--- config.mk ---
export PLATFORM = sky130hd
export DESIGN_NAME = msk_byte_tx
export DESIGN_NICKNAME = d
export VERILOG_FILES = /design/src/rtl/msk_tx_pkg.sv /design/src/rtl/msk_tx_datapath.sv /design/src/rtl/msk_tx_ctrl.sv /design/src/rtl/msk_byte_tx.sv
export SDC_FILE = /design/constraint.sdc
export NUM_CORES = 1
export LEC_CHECK = 0
export BUFFER_PORTS_ARGS = -buffer_cell sky130_fd_sc_hd__buf_2
export CORE_AREA = 3 3 80 82
export DETAILED_ROUTE_END_ITERATION = 6
export DIE_AREA = 0 0 83 85
export PLACE_DENSITY = 0.68
export SYNTH_ARGS = -nofsm -noshare
export SYNTH_HDL_FRONTEND = slang
export SYNTH_SLANG_ARGS = --single-unit
--- constraint.sdc ---
create_clock -name clk -period 3.1 [get_ports clk]
set_input_delay 0.155 -clock clk [delete_from_list [all_inputs] [get_ports clk]]
set_output_delay 0.155 -clock clk [all_outputs]
set_load 0.01 [all_outputs]
--- src/rtl/msk_tx_pkg.sv ---
package msk_tx_pkg;

  typedef struct packed {
    logic       tick;
    logic       clear;
    logic       load;
    logic       loadHang;
    logic [7:0] loadData;
  } txStrobes_t;

  localparam logic HANG_VALUE = 1'b1;
  localparam logic [15:0] CRC_POLY = 16'h1021;
  localparam logic [15:0] CRC_PRESET = 16'hFFFF;

  function automatic logic [15:0] crcAddByte(input logic [15:0] crcIn, input logic [7:0] dataIn);
    logic [15:0] acc;
    acc = crcIn;
    for (int i = 7; i >= 0; i--) begin
      if (acc[15] ^ dataIn[i]) acc = {acc[14:0], 1'b0} ^ CRC_POLY;
      else                     acc = {acc[14:0], 1'b0};
    end
    return acc;
  endfunction

endpackage

--- src/rtl/msk_tx_datapath.sv ---
module msk_tx_datapath
  import msk_tx_pkg::*;
#(
  parameter int PHASE_W = 8,
  parameter int SPB     = 8
) (
  input  logic               clk,
  input  logic               rst,
  input  logic               rateFast,
  input  txStrobes_t         st,
  output logic               running,
  output logic               symDone,
  output logic [PHASE_W-1:0] phase
);
  localparam int CNT_W = $clog2(SPB);
  localparam logic [PHASE_W-1:0] MARK_INC   = PHASE_W'((1 << PHASE_W) / SPB);
  localparam logic [PHASE_W-1:0] SLOW_SPACE = PHASE_W'(((1 << PHASE_W) / SPB) * 3 / 2);
  localparam logic [PHASE_W-1:0] FAST_SPACE = PHASE_W'(((1 << PHASE_W) / SPB) * 2);
  localparam logic [CNT_W-1:0]   LAST_SLOW  = CNT_W'(SPB - 1);
  localparam logic [CNT_W-1:0]   LAST_FAST  = CNT_W'(SPB / 2 - 1);

  logic [7:0]         shiftReg;
  logic [3:0]         bitsLeft;
  logic [CNT_W-1:0]   sampleCnt;
  logic [CNT_W-1:0]   lastSample;
  logic               atBitEnd;
  logic [PHASE_W-1:0] phaseInc;
  logic [7:0]         loadValue;
  logic [3:0]         loadLen;

  assign lastSample = rateFast ? LAST_FAST : LAST_SLOW;
  assign atBitEnd   = (sampleCnt == lastSample);
  assign phaseInc   = shiftReg[7] ? MARK_INC : (rateFast ? FAST_SPACE : SLOW_SPACE);
  assign symDone    = st.tick && running && atBitEnd && (bitsLeft == 4'd1);
  assign loadValue  = st.loadHang ? {HANG_VALUE, 7'b0} : st.loadData;
  assign loadLen    = st.loadHang ? 4'd1 : 4'd8;

  always_ff @(posedge clk) begin
    if (rst) begin
      running   <= 1'b0;
      shiftReg  <= '0;
      bitsLeft  <= '0;
      sampleCnt <= '0;
      phase     <= '0;
    end else if (st.clear) begin
      running   <= 1'b0;
      sampleCnt <= '0;
    end else if (st.tick) begin
      if (running) begin
        phase <= phase + phaseInc;
        if (atBitEnd) begin
          sampleCnt <= '0;
          if (bitsLeft == 4'd1) begin
            if (st.load) begin
              shiftReg <= loadValue;
              bitsLeft <= loadLen;
            end else begin
              running <= 1'b0;
            end
          end else begin
            shiftReg <= {shiftReg[6:0], 1'b0};
            bitsLeft <= bitsLeft - 4'd1;
          end
        end else begin
          sampleCnt <= sampleCnt + 1'b1;
        end
      end else if (st.load) begin
        shiftReg  <= loadValue;
        bitsLeft  <= loadLen;
        sampleCnt <= '0;
        running   <= 1'b1;
      end
    end
  end

  // phase moves by exactly one legal increment per active tick
  a_r4_phase_step: assert property (@(posedge clk) disable iff (rst)
    (st.tick && running && !st.clear) |=>
      (((phase - $past(phase)) == MARK_INC) || ((phase - $past(phase)) == SLOW_SPACE) ||
       ((phase - $past(phase)) == FAST_SPACE)));

  // phase frozen while no symbol is in flight
  a_r4_idle_hold: assert property (@(posedge clk) disable iff (rst)
    !running |=> $stable(phase));

  // symbol length register stays within one byte
  a_r2_bits_range: assert property (@(posedge clk) disable iff (rst)
    running |-> (bitsLeft >= 4'd1 && bitsLeft <= 4'd8));

  // clear stops the symbol engine
  a_r9_clear_stops: assert property (@(posedge clk) disable iff (rst)
    st.clear |=> !running);

endmodule

--- src/rtl/msk_tx_ctrl.sv ---
module msk_tx_ctrl
  import msk_tx_pkg::*;
#(
  parameter int CLK_DIV = 4
) (
  input  logic       clk,
  input  logic       rst,
  input  logic       enable,
  input  logic       chkEn,
  input  logic       wrStb,
  input  logic [7:0] wrData,
  input  logic       running,
  input  logic       symDone,
  output txStrobes_t st,
  output logic       bufEmpty
);
  localparam int DIV_W = (CLK_DIV > 1) ? $clog2(CLK_DIV) : 1;
  localparam logic [DIV_W-1:0] DIV_LAST = DIV_W'(CLK_DIV - 1);

  logic [DIV_W-1:0] divCnt;
  logic             tick;
  logic [7:0]       bufData;
  logic             bufFull;
  logic [15:0]      crcReg;
  logic [1:0]       crcLeft;
  logic             chkPrev;
  logic             inHang;
  logic             decide;
  logic             takeBuf;
  logic             takeCrc;
  logic             chkRise;
  logic             chkFall;
  logic [15:0]      crcBase;

  assign tick     = enable && (divCnt == DIV_LAST);
  assign decide   = symDone || (tick && !running);
  assign chkRise  = chkEn && !chkPrev;
  assign chkFall  = !chkEn && chkPrev;
  assign crcBase  = chkRise ? CRC_PRESET : crcReg;
  assign bufEmpty = !bufFull;

  always_comb begin
    st          = '0;
    st.tick     = tick;
    st.clear    = !enable;
    takeBuf     = 1'b0;
    takeCrc     = 1'b0;
    if (decide) begin
      if (crcLeft == 2'd2) begin
        st.load = 1'b1; st.loadData = crcReg[15:8]; takeCrc = 1'b1;
      end else if (crcLeft == 2'd1) begin
        st.load = 1'b1; st.loadData = crcReg[7:0]; takeCrc = 1'b1;
      end else if (bufFull) begin
        st.load = 1'b1; st.loadData = bufData; takeBuf = 1'b1;
      end else if (running && !inHang) begin
        st.load = 1'b1; st.loadHang = 1'b1;
      end
    end
  end

  always_ff @(posedge clk) begin
    if (rst) begin
      divCnt  <= '0;
      bufData <= '0;
      bufFull <= 1'b0;
      crcReg  <= CRC_PRESET;
      crcLeft <= '0;
      chkPrev <= 1'b0;
      inHang  <= 1'b0;
    end else begin
      chkPrev <= chkEn;
      if (!enable) begin
        divCnt  <= '0;
        bufFull <= 1'b0;
        crcLeft <= '0;
        inHang  <= 1'b0;
      end else begin
        divCnt <= tick ? '0 : divCnt + 1'b1;
        if (takeBuf) bufFull <= 1'b0;
        else if (wrStb && !bufFull) begin
          bufFull <= 1'b1;
          bufData <= wrData;
        end
        if (chkFall) crcLeft <= 2'd2;
        else if (takeCrc) crcLeft <= crcLeft - 2'd1;
        if (st.load) inHang <= st.loadHang;
      end
      if (takeBuf && chkEn) crcReg <= crcAddByte(crcBase, bufData);
      else if (chkRise)     crcReg <= CRC_PRESET;
    end
  end

  // a byte moved to the shifter frees the buffer
  a_r5_take_frees: assert property (@(posedge clk) disable iff (rst)
    (takeBuf && enable) |=> bufEmpty);

  // a write into a full buffer does not disturb its byte
  a_r5_full_ignored: assert property (@(posedge clk) disable iff (rst)
    (bufFull && wrStb && !takeBuf && enable) |=> (bufFull && $stable(bufData)));

  // at most two checksum bytes pending
  a_r7_crc_count: assert property (@(posedge clk) disable iff (rst)
    crcLeft != 2'd3);

  // after the hang bit with nothing queued the engine stops
  a_r8_hang_ends: assert property (@(posedge clk) disable iff (rst)
    (symDone && inHang && !bufFull && crcLeft == 2'd0 && !chkFall && enable) |=> !running);

  // disable empties the buffer
  a_r9_disable_empties: assert property (@(posedge clk) disable iff (rst)
    !enable |=> bufEmpty);

endmodule

--- src/rtl/msk_byte_tx.sv ---
module msk_byte_tx
  import msk_tx_pkg::*;
#(
  parameter int PHASE_W = 8,
  parameter int SPB     = 8,
  parameter int CLK_DIV = 4
) (
  input  logic               clk,
  input  logic               rst,
  input  logic               enable,
  input  logic               rateFast,
  input  logic               chkEn,
  input  logic               wrStb,
  input  logic [7:0]         wrData,
  output logic [PHASE_W-1:0] sample,
  output logic               bufEmpty,
  output logic               busy
);
  txStrobes_t strobes;
  logic       running;
  logic       symDone;

  msk_tx_ctrl #(.CLK_DIV(CLK_DIV)) u_ctrl (
    .clk(clk), .rst(rst), .enable(enable), .chkEn(chkEn), .wrStb(wrStb),
    .wrData(wrData), .running(running), .symDone(symDone), .st(strobes),
    .bufEmpty(bufEmpty)
  );

  msk_tx_datapath #(.PHASE_W(PHASE_W), .SPB(SPB)) u_dp (
    .clk(clk), .rst(rst), .rateFast(rateFast), .st(strobes),
    .running(running), .symDone(symDone), .phase(sample)
  );

  assign busy = running;

endmodule

==> impl_metrics.toml <==
[clocking]
cts_buffer_depth = 2
cts_resized = 0
cts_setup_buffers = 0
cts_root_buf = "clkbuf_8"
clk_pin_slew_ns = 0.10
cts_tree = "yes"
cts.sinks = 51
cts-buffers-inserted = 5
htree_levels = 2
holdBufCountCts = 0
clk_latency_ns = 0.31

[cells_and_area]
num-fill-cells = 585
nets = 371
seq_area_mm2 = 0.00102
final_common_cell = "dfxtp_1"
mostFrequentLayoutCells = "dfxtp_1, nor2_1, a21oi_1"
antenna_cells = 0
drive_gt1_frac = 0.118
finish.utilization = 0.532
syn_to_final_growth_pct = 7.52
multi_input_area_mm2 = 0.00170

[floorplanning]
io_pins = 24
rows = 28
die_area_mm2 = 0.00706
start_util = 0.495
core_area_mm2 = 0.00582
die_x_um = 83
die_y_um = 85

[sta]
setup_viol = 0
fin_crit_ns = 2.34
fin_tns_setup_ns = 0
hold_slack_ns = 0.0799
rsz0062_at_grt = "false"
relSlewSlack = 0.513
worst_pin_slew_ns = 0.730
hold_violations = 0
slew_violations = 0
fin_crit_sh = 0.756
finClkSkew_ns = 0.00880
timing.fmax_ghz = 0.427

[critical_path]
worst_path_largest_cell_delay_ns = 0.39
slowest_stage = "ha_1"
path_class = "reg2reg"
worst-r2r-cell-count = 7
cp-end-kind = "register"
crit_arrival_ns = 2.54
cp_max_fo = 19
cp_top_family = "simple AND/OR/NAND/NOR gates"
required_ns = 3.29
start_kind = "register"
path_cells = "inv_1 > ha_1 > nand4bb_1 > a21oi_2 > nand2_1 > nor4_1 > o31ai_1"
path_depth = 7
crit_buf_inv = 1

[drt]
routed_wl_um = 6150
wire_per_inst_um = 14.5
vias = 2279
ant_nets = 0
drtPass1Iterations = 4
viasPerCell = 5.39
drcViolationCount = 0
drt-initial-drc-count = 160

[yosys]
ys_async_sr_fraction = 0
avgSynthCellArea_um2 = 8.51
synth-main-ff-cell = "dfxtp_1"
synthCells = 338
synth_area_leaders = "dfxtp_1, xnor2_1, nor2_1, a21oi_1, ha_1"
synth_seq_area_share = 0.355
synth_seq_cells = 51
synth_cell_types = 57
synth_edf_count = 0
yosys.area.top_type = "dfxtp_1"
ys_warn_count = 0
synth_area_mm2 = 0.00288
yosysTopAreaCellShare = 0.355

[worst_hold_path]
holdPathStages = 3
hold_path_class = "in2reg"

[power_and_ir_drop]
vdd_drop_max_mv = 0.237
leakage_nw = 1.23
cellPowerDensity_mw_per_mm2 = 429

[status]
status = "finished, final reports clean"

[global_routing]
grt_pass1_vias = 2100
antenna_found_initial = 0
grt_max_degree = 25
grt_usage = 0.180
overflow = 0
grt_pass1_wl_um = 10500

[flow_run]
drv_cap = 0

[placed_design]
dp_hpwl_um = 4400
globalplace.congestion = 0.794
port-buffer-count = 19
==> worst reg2reg max path: cells and delay by family, from the launching register on <==
family	cells	cell delay [ns]
DFF	1	0.38
and+or+nand+nor	3	1.12
AOI/OAI and AO/OA	2	0.30
buffers and inverters	1	0.06
adders and majority gates	1	0.39
==> flip-flops by register name, indices dropped and copies added, names as in the netlist <==
| signal | cells |
|---|---|
| u_ctrl.bufData | 8 |
| u_ctrl.bufFull | 1 |
| u_ctrl.chkPrev | 1 |
| u_ctrl.crcLeft | 2 |
| u_ctrl.crcReg | 16 |
| u_ctrl.divCnt | 2 |
| u_ctrl.inHang | 1 |
| u_dp.bitsLeft | 4 |
| u_dp.phase | 4 |
| u_dp.running | 1 |
| u_dp.sampleCnt | 3 |
| u_dp.shiftReg | 8 |
==> worst paths after layout <==
kind / start / slack (ns) / endpoint
min: wrData[7] / 0.08 / u_ctrl.bufData[7]$_SDFFE_PP0P_
min reg2reg: u_ctrl.divCnt[0]$_SDFF_PP0_ / 0.44 / u_ctrl.divCnt[0]$_SDFF_PP0_
max: u_ctrl.crcLeft[0]$_SDFFE_PP0P_ / 0.76 / u_ctrl.crcReg[13]$_SDFF_PP1_
max reg2reg: u_ctrl.crcLeft[0]$_SDFFE_PP0P_ / 0.76 / u_ctrl.crcReg[13]$_SDFF_PP1_
==> cell type report <==
cell class,instances,area share
clock buffers,6,0.0235
inverters,10,0.0121
repair buffers,21,0.0356
clock inverters,2,0.0194
well taps,75,0.0303
flip-flops and latches,51,0.330
multi-input cells,258,0.549
==> stage by stage <==
step	setup WS, ns	instance area, um2	instances	total power [mW]
after floorplan	1.32	2890	341	0.771
after global placement	0.828	2960	415	0.796
after detailed placement	0.768	2960	415	0.798
after CTS	0.746	3090	423	1.34
after global routing	0.514	3090	423	1.38
final	0.755	3090	423	1.33
==> kinds of logic (layout without fill, tap and decap cells) <==
group	after synthesis	count (layout)	share of synthesized area
AOI/OAI and AO/OA	78	78	0.171
DFF	51	51	0.355
muxes	11	11	0.0391
other	1	4	0.00130
and+or+nand+nor	123	123	0.227
adders and majority gates	10	10	0.0461
xor gates and xnor gates	32	32	0.102
buffers and inverters	32	39	0.0587
==> routing by layer <==
| metal | vias up | GRT usage | wire length (um) |
|---|---|---|---|
| met4 | 0 | 0.0312 | 48 |
| met5 | - | 0 | 0 |
| met1 | 1037 | 0.259 | 3150 |
| met3 | 6 | 0.0330 | 262 |
| met2 | 48 | 0.286 | 2690 |
| li1 | 1188 | - | - |
==> cells in the mapped netlist (2+ instances only) <==
| cell type | number |
|---|---|
| dfxtp_1 | 51 |
| or3_1 | 3 |
| nand2b_1 | 3 |
| nor4_1 | 4 |
| clkbuf_1 | 8 |
| a211oi_1 | 3 |
| nor2_1 | 43 |
| and3b_1 | 4 |
| o21ai_1 | 9 |
| nand2_1 | 28 |
| nor2_4 | 2 |
| o22ai_1 | 3 |
| xor2_1 | 7 |
| o2bb2ai_1 | 3 |
| a22oi_1 | 2 |
| a21o_1 | 3 |
| nor3_4 | 2 |
| and3_1 | 4 |
| o31ai_1 | 3 |
| o21ai_0 | 8 |
| a32o_1 | 4 |
| o21a_1 | 2 |
| nor2b_1 | 3 |
| nand3b_1 | 4 |
| a21oi_1 | 31 |
| ha_1 | 9 |
| nand3_1 | 2 |
| buf_4 | 6 |
| nor3_1 | 11 |
| inv_1 | 10 |
| xnor2_1 | 24 |
| buf_2 | 6 |
| mux2i_1 | 9 |
==> power by group <==
group / internal (mW) / switching, mW
clock network: 0.323 / 0.221
logic: 0.0435 / 0.0660
registers: 0.663 / 0.0110
total: 1.03 / 0.298
No activity file was read; power rests on OpenSTA's default activity.
